<file path="src/rtl/xfer_ack_pkg.sv">
package xfer_ack_pkg;

    // Progress of one window cycle through the watchdog.
    typedef enum logic [1:0] {
        WT_IDLE  = 2'd0,  // no window cycle in progress
        WT_WAIT  = 2'd1,  // waiting for the peripheral, counting slow ticks
        WT_ACKED = 2'd2,  // peripheral answered, counting frozen
        WT_FAULT = 2'd3   // limit reached, bus error raised
    } wait_state_t;

    // Three-stage sampler of the slow reference clock.
    typedef struct packed {
        logic meta;
        logic stable;
        logic prev;
    } tick_sync_t;

endpackage

</file>
<file path="src/rtl/slow_tick_detect.sv">
module slow_tick_detect
    import xfer_ack_pkg::*;
(
    input  logic clk_i,
    input  logic rst_ni,
    input  logic slow_clk_i,
    output logic tick_o
);

    tick_sync_t sync_d, sync_q;

    always_comb begin
        sync_d        = sync_q;
        sync_d.meta   = slow_clk_i;
        sync_d.stable = sync_q.meta;
        sync_d.prev   = sync_q.stable;
    end

    always_ff @(posedge clk_i) begin
        if (!rst_ni) sync_q <= '0;
        else         sync_q <= sync_d;
    end

    // One-cycle pulse on each rising edge of the synchronized slow clock.
    assign tick_o = sync_q.stable & ~sync_q.prev;

    // a tick is a single-cycle pulse, so each slow edge is counted once.
    p_tick_single_r5: assert property (@(posedge clk_i) disable iff (!rst_ni)
        tick_o |=> !tick_o);

endmodule

</file>
<file path="src/rtl/window_match.sv">
module window_match #(
    parameter int unsigned          ADDR_W    = 20,
    parameter logic [ADDR_W-1:0]    WIN_BASE  = 20'h90000,
    parameter int unsigned          WIN_BYTES = 32'h4000
) (
    input  logic [ADDR_W-1:0] addr_i,
    output logic              hit_o
);

    localparam logic [ADDR_W-1:0] OFS_MASK = ADDR_W'(WIN_BYTES - 1);
    localparam logic [ADDR_W-1:0] HI_MASK  = ~OFS_MASK;

    // The window size is a power of two and the base is aligned to it, so a
    // match of the upper bits alone selects the whole range.
    assign hit_o = ((addr_i ^ WIN_BASE) & HI_MASK) == '0;

    initial begin
        p_win_aligned_r3: assert ((WIN_BASE & OFS_MASK) == '0)
            else $error("window base not aligned to its size");
    end

endmodule

</file>
<file path="src/rtl/wait_watchdog.sv">
module wait_watchdog
    import xfer_ack_pkg::*;
#(
    parameter int unsigned TIMEOUT_TICKS = 8
) (
    input  logic clk_i,
    input  logic rst_ni,
    input  logic as_ni,
    input  logic win_cycle_i,
    input  logic dev_ack_i,
    input  logic tick_i,
    output logic berr_o
);

    localparam int unsigned CW = $clog2(TIMEOUT_TICKS + 1);
    localparam logic [CW-1:0] LAST_CNT = CW'(TIMEOUT_TICKS - 1);

    typedef struct packed {
        wait_state_t   st;
        logic [CW-1:0] cnt;
    } wd_t;

    wd_t wd_d, wd_q;

    always_comb begin
        wd_d = wd_q;
        if (as_ni) begin
            // End of the bus cycle: clear the wait flag and the count.
            wd_d.st  = WT_IDLE;
            wd_d.cnt = '0;
        end else begin
            unique case (wd_q.st)
                WT_IDLE: begin
                    if (win_cycle_i) wd_d.st = dev_ack_i ? WT_ACKED : WT_WAIT;
                end
                WT_WAIT: begin
                    // The peripheral wins over a tick that lands in the same cycle.
                    if (dev_ack_i) begin
                        wd_d.st = WT_ACKED;
                    end else if (tick_i) begin
                        wd_d.cnt = wd_q.cnt + 1'b1;
                        if (wd_q.cnt == LAST_CNT) wd_d.st = WT_FAULT;
                    end
                end
                WT_ACKED: wd_d = wd_q;
                WT_FAULT: wd_d = wd_q;
                default:  wd_d.st = WT_IDLE;
            endcase
        end
    end

    always_ff @(posedge clk_i) begin
        if (!rst_ni) begin
            wd_q.st  <= WT_IDLE;
            wd_q.cnt <= '0;
        end else begin
            wd_q <= wd_d;
        end
    end

    assign berr_o = (wd_q.st == WT_FAULT);

    // the strobe going high clears the fault on the next edge.
    p_berr_release_r8: assert property (@(posedge clk_i) disable iff (!rst_ni)
        as_ni |=> !berr_o);

    // the count never passes the limit.
    p_cnt_bound_r6: assert property (@(posedge clk_i) disable iff (!rst_ni)
        wd_q.cnt <= CW'(TIMEOUT_TICKS));

    // once the peripheral has answered in a window cycle, no error follows.
    p_ack_blocks_berr_r7: assert property (@(posedge clk_i) disable iff (!rst_ni)
        (!as_ni && !berr_o && win_cycle_i && dev_ack_i) |=> !berr_o);

endmodule

</file>
<file path="src/rtl/xfer_ack_ctrl.sv">
module xfer_ack_ctrl #(
    parameter int unsigned       ADDR_W        = 20,
    parameter logic [ADDR_W-1:0] WIN_BASE      = 20'h90000,
    parameter int unsigned       WIN_BYTES     = 32'h4000,
    parameter int unsigned       TIMEOUT_TICKS = 8
) (
    input  logic              clk_i,
    input  logic              rst_ni,
    input  logic              slow_clk_i,
    input  logic [ADDR_W-1:0] addr_i,
    input  logic              as_ni,
    input  logic              ds_ni,
    input  logic              dev_ack_ni,
    output logic              ack_oe_o,
    output logic              ack_val_o,
    output logic              berr_no
);

    logic tick;
    logic in_win;
    logic cyc_live;
    logic win_cycle;
    logic dev_ack;
    logic berr;

    slow_tick_detect u_tick (
        .clk_i      (clk_i),
        .rst_ni     (rst_ni),
        .slow_clk_i (slow_clk_i),
        .tick_o     (tick)
    );

    window_match #(
        .ADDR_W    (ADDR_W),
        .WIN_BASE  (WIN_BASE),
        .WIN_BYTES (WIN_BYTES)
    ) u_win (
        .addr_i (addr_i),
        .hit_o  (in_win)
    );

    assign cyc_live  = ~as_ni & ~ds_ni & rst_ni;
    assign win_cycle = cyc_live & in_win;
    assign dev_ack   = ~dev_ack_ni;

    wait_watchdog #(
        .TIMEOUT_TICKS (TIMEOUT_TICKS)
    ) u_wd (
        .clk_i       (clk_i),
        .rst_ni      (rst_ni),
        .as_ni       (as_ni),
        .win_cycle_i (win_cycle),
        .dev_ack_i   (dev_ack),
        .tick_i      (tick),
        .berr_o      (berr)
    );

    assign ack_oe_o  = cyc_live & (~in_win | dev_ack);
    assign ack_val_o = 1'b0;
    assign berr_no   = ~berr;

    // no acknowledge outside a live cycle.
    p_idle_no_ack_r2: assert property (@(posedge clk_i) disable iff (!rst_ni)
        (as_ni || ds_ni) |-> !ack_oe_o);

    // a bus error only starts right after a slow tick was seen.
    p_berr_from_tick_r5: assert property (@(posedge clk_i) disable iff (!rst_ni)
        $fell(berr_no) |-> $past(tick));

    // a live cycle outside the window is acknowledged without delay.
    p_outside_ack_r1: assert property (@(posedge clk_i) disable iff (!rst_ni)
        (!as_ni && !ds_ni && !in_win) |-> ack_oe_o);

endmodule

</file>
<file path="config.mk">
export PLATFORM = sky130hd
export DESIGN_NAME = xfer_ack_ctrl
export DESIGN_NICKNAME = d
export VERILOG_FILES = /design/src/rtl/xfer_ack_pkg.sv /design/src/rtl/slow_tick_detect.sv /design/src/rtl/window_match.sv /design/src/rtl/wait_watchdog.sv /design/src/rtl/xfer_ack_ctrl.sv
export SDC_FILE = /design/constraint.sdc
export NUM_CORES = 1
export LEC_CHECK = 0
export CAP_MARGIN = 20
export CORE_AREA = 8 8 50 48
export DETAILED_ROUTE_END_ITERATION = 10
export DIE_AREA = 0 0 58 56
export DONT_BUFFER_PORTS = 1
export HOLD_SLACK_MARGIN = 0.03
export SYNTH_ARGS = -nofsm -noshare
export SYNTH_HDL_FRONTEND = slang
export SYNTH_SLANG_ARGS = --single-unit
</file>
<file path="constraint.sdc">
create_clock -name clk_i -period 3.89 [get_ports clk_i]
set_input_delay 0.5835 -clock clk_i [delete_from_list [all_inputs] [get_ports clk_i]]
set_output_delay 0.5835 -clock clk_i [all_outputs]
set_load 0.005 [all_outputs]
</file>
==> results of run 1 <==
-- power groups by stage --
stage          registers [mW]  clock network [mW]  logic, mW
2_1_floorplan          0.0958                   0    0.00641
3_3_place_gp           0.0960                   0    0.00665
3_5_place_dp           0.0960                   0    0.00690
4_1_cts                0.0940              0.0739    0.00687
5_1_grt                0.0940              0.0794    0.00759
6_report               0.0940              0.0702    0.00676
-- cell usage after synthesis --
cell type and number:
o21ai_0 2, nand2b_1 2, a21oi_1 4, nor4_1 1, or3_1 2, nor2_1 4
buf_4 1, o31ai_1 2, ha_1 1, or4_1 2, inv_1 3, nand4bb_1 1
nand2_1 2, and2_1 3, a211oi_1 1, or4b_4 1, o31a_1 1, conb_1 1
o21a_1 1, a221oi_2 1, nor4bb_1 1, nand3_1 2, dfxtp_1 9
-- cell type report --
cell class                 instances  area [um^2]
tap                               16        20.02
fill                             176         1106
clock buffer                       4        26.28
multi-input combinational         35        232.7
inverter                           3        11.26
sequential                         9        180.2
-- cells in the final DEF (no fill, tap or decap), types with 2 or more instances in the layout --
cell type / netlist / final
a21oi_1: 4 / 4
o21ai_0: 2 / 2
nand2b_1: 2 / 2
dfxtp_1: 9 / 9
o31ai_1: 2 / 2
clkbuf_4: 0 / 3
nand2_1: 2 / 2
inv_1: 3 / 3
nand3_1: 2 / 2
or4_1: 2 / 2
nor2_1: 4 / 4
or3_1: 2 / 2
and2_1: 3 / 3
-- registers in the layout, indices dropped and copies added, names as in the netlist --
name,cells
u_tick.sync_q,1
u_wd.wd_q,6
u_tick.sync_d,2
-- per-stage QoR --
stage	worst slack, ps	hold WS (ps)	util [%]	area, um^2
2_1_floorplan	2011	411.8	-	431.7
6_report	1978	450.2	29.84	470.5
5_1_grt	1964	433.3	29.84	470.5
4_1_cts	1978	437.7	29.84	470.5
3_3_place_gp	1996	436.4	28.17	444.2
3_5_place_dp	1973	429.6	28.17	444.2
-- metal layers --
metal | vias to the layer above | part of all wire [%] | GRT usage, %
li1 | 182 | - | -
met1 | 159 | 42 | 5.814
met2 | 6 | 50 | 8.758
met3 | 2 | 4.9 | 4.157
met4 | 0 | 1.9 | 5.245
met5 | - | 0 | 0
-- how the worst min path moves through the flow --
stage                     cells past startpoint              from               end
final                                         1            rst_ni  u_tick.sync_q[0]
after global routing                          1            rst_ni  u_tick.sync_d[1]
after CTS                                     1            rst_ni  u_tick.sync_q[0]
after detailed placement                      1  u_tick.sync_d[1]  u_tick.sync_d[0]
after global placement                        1  u_tick.sync_d[1]  u_tick.sync_d[0]
after floorplan                               1  u_tick.sync_d[1]  u_tick.sync_d[0]
-- critical path: stages --
cell	delay, ps
or4b_4	520
nor2_1	120
a211oi_1	100
-- cell families after synthesis --
group	share of synthesized area [%]
other	0.8687
AO/OA/AOI/OAI	19.42
flip-flops	41.74
adder cells (fa/ha/maj)	2.898
AND/OR/NAND/NOR	30.72
buffers and inverters	4.348
==> impl_metrics.env, run 1 <==
export IMPL_status="complete, no violations"
export IMPL_area_delta_synth_final_pct=8.985
export IMPL_syn_nets=75
export IMPL_grt_setup_unrepaired="no"
export IMPL_ant_nets=0
export IMPL_ys_seq_area_share_pct=41.74
export IMPL_wire_per_inst_um=13.40
export IMPL_r2r_cells=3
export IMPL_cts_resized=0
export IMPL_reg2reg_from="u_wd.wd_q[5]"
export IMPL_synthTopCellsByArea="dfxtp_1 42%, a21oi_1 4.6%, and2_1 4.3%"
export IMPL_power_mw=0.1709
export IMPL_r2r_slack_ps=2400
export IMPL_timing_rr_end="u_wd.wd_q[3]"
export IMPL_pwr_share_clk_pct=41.1
export IMPL_synth_cells=48
export IMPL_ctsHtreeMaxLevel=1
export IMPL_rows=14
export IMPL_setup_viol=0
export IMPL_synthDistinctLibCells=23
export IMPL_routed_via_count=349
export IMPL_setup_worst_path_start_class="input pin"
export IMPL_clock_skew_ps=3.370
export IMPL_layout_min_cycle_time_ps=1912
export IMPL_dieHeight_um=56
export IMPL_max_freq_ghz=0.5230
export IMPL_insertedDiodeCount=0
export IMPL_track_usage_pct=6.109
export IMPL_comb_power_share_pct=4.0
export IMPL_ys_warn_count=0
export IMPL_crit_start="addr_i[15]"
export IMPL_post_route_period_util_pct=49.16
export IMPL_clk_pin_slew_ps=60
export IMPL_port_buffers=0
export IMPL_stdcell_count=67
export IMPL_clk_latency_ps=250
export IMPL_fin_tns_setup_ps=0
export IMPL_clock_path_buffers=2
export IMPL_worstPathRequired_ps=3310
export IMPL_critical_path_class="input pin to primary output"
export IMPL_hold_class="input pin to register"
export IMPL_place_inst=63
export IMPL_synth_area_leader_cell="dfxtp_1"
export IMPL_synth_ff_latch_count=9
export IMPL_switching_share_pct=20.59
export IMPL_routed_via_density=5.209
export IMPL_initial_core_util_pct=27.38
export IMPL_dieArea_um2=3248
export IMPL_grt_pass1_wl_mm=1.511
export IMPL_leakage_nw=0.1457
export IMPL_critPathMaxFanout=3
export IMPL_power_density_nw_per_um2=363.3
export IMPL_maxCapViolCount=0
export IMPL_worstPathArrival_ps=1330
export IMPL_die_width_um=58
export IMPL_slew_viol_final=0
export IMPL_synthesis_area_um2=431.7
export IMPL_grt_pass1_vias=360
export IMPL_grt_antenna_before_repair=0
export IMPL_drtPass1Iterations=3
export IMPL_cp_end_kind="primary output"
export IMPL_cts_hold_buf=0
export IMPL_synth_top_cell_area_share_pct=41.74
export IMPL_place_congestion=0.6603
export IMPL_grt_overflow_total=0
export IMPL_post_cts_buffers=0
export IMPL_postSynthAreaPerCell_um2=8.993
export IMPL_intPower_mw=0.1357
export IMPL_fp_coreArea_um2=1577
export IMPL_grt_max_degree=9
export IMPL_drc=0
export IMPL_dp_hpwl_um=704.3
export IMPL_drive_gt1_share_pct=9.804
export IMPL_wirelength_um=898
export IMPL_hold_violations=0
export IMPL_drt_iter0_drc=10
export IMPL_pin_count=29
export IMPL_crit_path_end="ack_oe_o"
export IMPL_vdd_drop_max_mv=0.2069
export IMPL_seqPwrFrac_pct=55.0
export IMPL_clkSinkCount=9
export IMPL_cts_tree="built"
export IMPL_clock_root_buffer="clkbuf_4"
export IMPL_power_switching_mw=0.03519
export IMPL_fin_nets=79
export IMPL_cts_buffers=3
Note: power is estimated with default switching activity, not from simulation.
==> run 2, diff against run 1 <==
Settings changed: ABC_AREA from default to 1, CORE_AREA 8 8 50 48 to 8 8 52 50, DIE_AREA 0 0 58 56 to 0 0 60 58.
Clock period 3.89 ns to 1.7 ns, I/O delays scaled along.
==> run 2 against run 1 <==
  * Combinational power rose to 2.6 times the previous value
  * Critical path type is now register to register
  * Count of clock-buffer cells in the layout down 1
  * Largest cell class unchanged
  * Via count up 16%
==> impl_metrics.env, run 2 <==
export IMPL_wirelength_um=870
export IMPL_synthXorXnorAreaFrac_pct=1.842
export IMPL_power_density_nw_per_um2=755.6
export IMPL_grt_pass1_wl_mm=1.352
export IMPL_synth_top_cell_area_share_pct=37.89
export IMPL_cts_resized=0
export IMPL_layout_common_cells="15 x inv_1, 13 x nand2_1, 11 x nor2_1, 9 x dfxtp_1"
export IMPL_post_cts_buffers=0
export IMPL_synth_adder_area_share_pct=2.632
export IMPL_cts_hold_buf=0
export IMPL_leakage_nw=0.2323
export IMPL_clk_latency_ps=260
export IMPL_power_mw=0.3980
export IMPL_setup_worst_path_start_class="register"
export IMPL_ctsHtreeMaxLevel=1
export IMPL_crit_path_frequent_cell="nor2_1"
export IMPL_vdd_drop_max_mv=0.2432
export IMPL_fin_nets=102
export IMPL_critPathMaxFanout=3
export IMPL_fin_tns_setup_ps=0
export IMPL_regMostFlops="u_wd.wd_q"
export IMPL_synthesis_area_um2=475.5
export IMPL_path_buf_inv=0
export IMPL_largest_reg_flops=6
export IMPL_path_cells="ha_1, nand3_1, nor2_1, nor2_1, nor2_1, nand3_1, a21oi_1"
export IMPL_pin_count=29
export IMPL_worstPathRequired_ps=1900
export IMPL_grt_overflow_total=0
export IMPL_synth_most_common_cell="inv_1"
export IMPL_clock_path_buffers=2
export IMPL_ant_nets=0
export IMPL_synth_ff_latch_count=9
export IMPL_drt_iter0_drc=23
export IMPL_slew_viol_final=0
export IMPL_clk_pin_slew_ps=70
export IMPL_clock_root_buffer="clkbuf_4"
export IMPL_critical_path_class="register to register"
export IMPL_synth_commonest_cells="15 x inv_1, 13 x nand2_1, 11 x nor2_1"
export IMPL_maxCapViolCount=0
export IMPL_stdcell_count=99
export IMPL_cts_tree="built"
export IMPL_syn_nets=98
export IMPL_async_flop_share_pct=0
export IMPL_clock_skew_ps=7.137
export IMPL_dieArea_um2=3480
export IMPL_dp_hpwl_um=727.7
export IMPL_initial_core_util_pct=26.67
export IMPL_ys_warn_count=0
export IMPL_cp_top_family="simple AND/OR/NAND/NOR gates"
export IMPL_clkSinkCount=9
export IMPL_wire_per_inst_um=8.788
export IMPL_layout_min_cycle_time_ps=1243
export IMPL_ys_seq_area_share_pct=37.89
export IMPL_place_inst=95
export IMPL_place_congestion=0.7201
export IMPL_worstPathArrival_ps=1440
export IMPL_grt_setup_unrepaired="no"
export IMPL_track_usage_pct=5.484
export IMPL_hold_violations=0
export IMPL_grt_pass1_vias=353
export IMPL_layout_commonest_cell="inv_1"
export IMPL_drive_gt1_share_pct=14.86
export IMPL_synthDistinctLibCells=18
export IMPL_synth_top_family_by_area="simple AND/OR/NAND/NOR gates"
export IMPL_max_freq_ghz=0.8048
export IMPL_hold_class="input pin to register"
export IMPL_synth_area_leader_cell="dfxtp_1"
export IMPL_area_delta_synth_final_pct=10.79
export IMPL_slowest_stage="dfxtp_1"
export IMPL_synth_compound_area_share_pct=11.05
export IMPL_port_buffers=0
export IMPL_routed_via_density=4.091
export IMPL_synth_edf_count=0
export IMPL_cp_end_kind="register"
export IMPL_setup_viol=0
export IMPL_rows=15
export IMPL_synth_cells=71
export IMPL_post_route_period_util_pct=73.09
export IMPL_dieHeight_um=58
export IMPL_slowest_delay_ps=370
export IMPL_synthMuxAreaShare_pct=0
export IMPL_insertedDiodeCount=0
export IMPL_postSynthAreaPerCell_um2=6.697
export IMPL_synthTopCellsByArea="dfxtp_1 38%, inv_1 12%, nand2_1 10%"
export IMPL_die_width_um=60
export IMPL_fp_coreArea_um2=1783
export IMPL_nFillCells=196
export IMPL_drtPass1Iterations=6
export IMPL_grt_antenna_before_repair=0
export IMPL_status="complete, no violations"
export IMPL_routed_via_count=405
export IMPL_final_core_util_pct=29.54
export IMPL_grt_max_degree=7
export IMPL_yosys_area_share_simple_pct=31.58
export IMPL_drc=0
export IMPL_cts_buffers=3
export IMPL_synthFlopType="dfxtp_1"
## run 2: cell count changes after synthesis, moves of 3 or more
| cell | before | now |
|---|---|---|
| and2_1 | 3 | 0 |
| inv_1 | 3 | 15 |
| nand2_1 | 2 | 13 |
| nor2_1 | 4 | 11 |
## run 2: where the power goes
part	switching [mW]	internal (mW)	total [mW]
Clock	0.0792	0.0868	0.166
Sequential	0.000847	0.214	0.214
Combinational	0.0115	0.00603	0.0175
Total	0.0915	0.306	0.398
## run 2: path summary, 6_finish.rpt
path / start / to / slack (ps) / cells after the start
max reg2reg: u_wd.wd_q[0] / u_wd.wd_q[5] / 460 / 7
min: rst_ni / u_tick.sync_q[0] / 80 / 2
min reg2reg: u_tick.sync_d[1] / u_tick.sync_d[0] / 420 / 2
max: u_wd.wd_q[0] / u_wd.wd_q[5] / 460 / 7
## run 2: routing by layer
metal	vias to the layer above	share of wire (%)	track usage, %
met3	4	15	3.532
li1	222	-	-
met2	21	37	7.077
met5	-	0	0
met1	158	45	5.450
met4	0	2.9	6.122
## run 2: cell type report
type                       count  area, um^2  area share [%]
sequential                     9       180.2           34.20
inverter                      16       60.06           11.40
tap                           25       31.28           5.938
multi-input combinational     45       227.7           43.23
clock inverter                 1       5.005          0.9501
clock buffer                   3       22.52           4.276
## run 2: per-stage QoR
| stage | setup slack [ps] | hold slack [ps] | cell area (um^2) |
|---|---|---|---|
| after floorplan | 616.9 | 348.5 | 475.5 |
| after global placement | 525.7 | 349.8 | 499.2 |
| after detailed placement | 467.2 | 355.3 | 499.2 |
| after CTS | 451.9 | 76.91 | 526.8 |
| after global routing | 363.3 | 62.41 | 526.8 |
| final | 457.5 | 81.12 | 526.8 |
## run 2: worst register-to-register path, stage by stage (launching register included)
cell	delay [ps]
dfxtp_1	370
ha_1	190
nand3_1	90
nor2_1	90
nor2_1	60
nor2_1	160
nand3_1	100
a21oi_1	130
## run 2: kinds of logic after synthesis
group / count (synthesis)
and+or+nand+nor: 33
DFF: 9
adders and majority gates: 1
buffers and inverters: 17
xor gates and xnor gates: 1
other: 1
AOI/OAI and AO/OA: 9
==> run 3, diff against run 2 <==
Clock period 1.7 ns to 1.15 ns, I/O delays scaled along.
==> run 3 against run 2 <==
  * Clock power grew 44%
  * The flow now finishes with violations (negative setup slack)
  * Core utilization grew 5.2 points
  * Largest power group unchanged
  * Worst setup slack lost 460 ps
==> impl_metrics.env, run 3 (same netlist as run 2, synthesis figures left out) <==
export IMPL_post_route_period_util_pct=100.1
export IMPL_layout_min_cycle_time_ps=1151
export IMPL_clock_root_buffer="clkbuf_4"
export IMPL_cp_top_family="flip-flops"
export IMPL_timing_rr_end="u_wd.wd_q[4]"
export IMPL_drtPass1Iterations=3
export IMPL_crit_start="u_wd.wd_q[1]"
export IMPL_critical_path_class="register to register"
export IMPL_grt_setup_unrepaired="yes"
export IMPL_status="complete, but fails checks"
export IMPL_slowest_delay_ps=350
export IMPL_routed_via_count=449
export IMPL_ctsHtreeMaxLevel=1
export IMPL_seqPwrFrac_pct=53.5
export IMPL_power_switching_mw=0.1330
export IMPL_grt_pass1_wl_mm=1.531
export IMPL_worstPathArrival_ps=1300
export IMPL_place_ws_ps=-6.832
export IMPL_layout_commonest_cell="inv_1"
export IMPL_power_density_nw_per_um2=957.6
export IMPL_clk_pin_slew_ps=60
export IMPL_grt_pass1_vias=411
export IMPL_pin_count=29
export IMPL_path_cells="ha_2, nand3_1, nor2_1, nor2_1, o21ai_0, a21oi_2"
export IMPL_path_buf_inv=0
export IMPL_layout_common_cells="14 x inv_1, 12 x nand2_1, 10 x nor2_1, 6 x dfxtp_1"
export IMPL_fin_nets=109
export IMPL_dp_hpwl_um=767.2
export IMPL_dieHeight_um=58
export IMPL_initial_core_util_pct=26.67
export IMPL_vdd_drop_max_mv=0.7291
export IMPL_power_mw=0.5931
export IMPL_r2r_cells=6
export IMPL_r2r_slack_ps=-1
export IMPL_die_width_um=60
export IMPL_grt_max_degree=7
export IMPL_setup_worst_path_start_class="register"
export IMPL_cp_end_kind="register"
export IMPL_fin_tns_setup_ps=-0.9802
export IMPL_switching_share_pct=22.43
export IMPL_drt_iter0_drc=15
export IMPL_slowest_stage="dfxtp_2"
export IMPL_grt_antenna_before_repair=0
export IMPL_post_dp_cell_area_um2=529.3
export IMPL_reg2reg_from="u_wd.wd_q[1]"
export IMPL_area_delta_synth_final_pct=30.26
export IMPL_critPathMaxFanout=3
export IMPL_fin_area_um2=619.3
export IMPL_wirelength_um=965
export IMPL_crit_cells=6
export IMPL_rows=15
export IMPL_clock_path_buffers=2
export IMPL_hold_violations=0
export IMPL_place_congestion=0.7285
export IMPL_cts_buffers=3
export IMPL_slew_viol_final=0
export IMPL_grt_overflow_total=0
export IMPL_stdcell_count=106
export IMPL_whs_ps=147.2
export IMPL_port_buffers=0
export IMPL_final_core_util_pct=34.74
export IMPL_crit_path_frequent_cell="nor2_1"
export IMPL_ant_nets=0
export IMPL_fp_coreArea_um2=1783
export IMPL_drive_gt1_share_pct=32.10
export IMPL_largest_reg_flops=6
export IMPL_nFillCells=186
export IMPL_setup_viol=1
export IMPL_worst_slack_ps=-0.9802
export IMPL_clkSinkCount=9
export IMPL_intPower_mw=0.4601
export IMPL_clk_latency_ps=260
export IMPL_worstPathRequired_ps=1290
export IMPL_maxCapViolCount=0
export IMPL_max_freq_ghz=0.8688
export IMPL_clock_skew_ps=3.338
export IMPL_wire_per_inst_um=9.104
export IMPL_dieArea_um2=3480
export IMPL_track_usage_pct=5.979
export IMPL_violations="negative setup slack"
export IMPL_crit_path_end="u_wd.wd_q[4]"
export IMPL_insertedDiodeCount=0
export IMPL_routed_via_density=4.236
export IMPL_place_inst=99
export IMPL_drc=0
export IMPL_regMostFlops="u_wd.wd_q"
export IMPL_comb_power_share_pct=6.2
export IMPL_cts_tree="built"
export IMPL_hold_class="input pin to register"
export IMPL_leakage_nw=0.2684
export IMPL_pwr_share_clk_pct=40.3
run 3: tightest hold or removal path: stages:
cell and delay, ps:
o21ai_0 50, nand3_1 80, a21oi_1 50
run 3: worst min-delay path by stage:
stage | cells after the start | start | end
2_1_floorplan | 2 | rst_ni | u_tick.sync_d[0]
3_3_place_gp | 2 | rst_ni | u_tick.sync_d[0]
3_5_place_dp | 2 | rst_ni | u_tick.sync_d[0]
4_1_cts | 3 | dev_ack_ni | u_wd.wd_q[5]
5_1_grt | 3 | dev_ack_ni | u_wd.wd_q[5]
6_report | 3 | dev_ack_ni | u_wd.wd_q[5]
run 3: routing by layer:
| layer | vias to the layer above | GRT usage, % | routed length [um] | part of all wire (%) |
|---|---|---|---|---|
| met4 | 0 | 5.102 | 9 | 0.93 |
| met3 | 2 | 2.649 | 114 | 12 |
| li1 | 237 | - | - | - |
| met1 | 196 | 6.353 | 409 | 42 |
| met2 | 14 | 8.769 | 432 | 45 |
| met5 | - | 0 | 0 | 0 |
run 3: final cells by class:
type                            instances  area (um^2)  area share [%]
Timing Repair Buffer                    7        61.31           9.899
Clock inverter                          1        5.005          0.8081
Tap cell                               25        31.28           5.051
Clock buffer                            3        22.52           3.636
Multi-Input combinational cell         45        255.2           41.21
Sequential cell                         9        183.9           29.70
Inverter                               16        60.06           9.697
run 3: power groups by stage:
stage	registers, mW	logic [mW]	clock network, mW
5_1_grt	0.317	0.0430	0.280
3_5_place_dp	0.324	0.0291	0
2_1_floorplan	0.324	0.0249	0
3_3_place_gp	0.324	0.0284	0
6_report	0.317	0.0367	0.239
4_1_cts	0.317	0.0356	0.249
run 3: timing repair:
item,in CTS,in global routing
hold buffers,2,0
buffers inserted,0,1
resized for setup,3,11
pin swaps,1,7
endpoints found under the hold margin,3,0
endpoints found under the setup margin,3,6
gates cloned,0,0
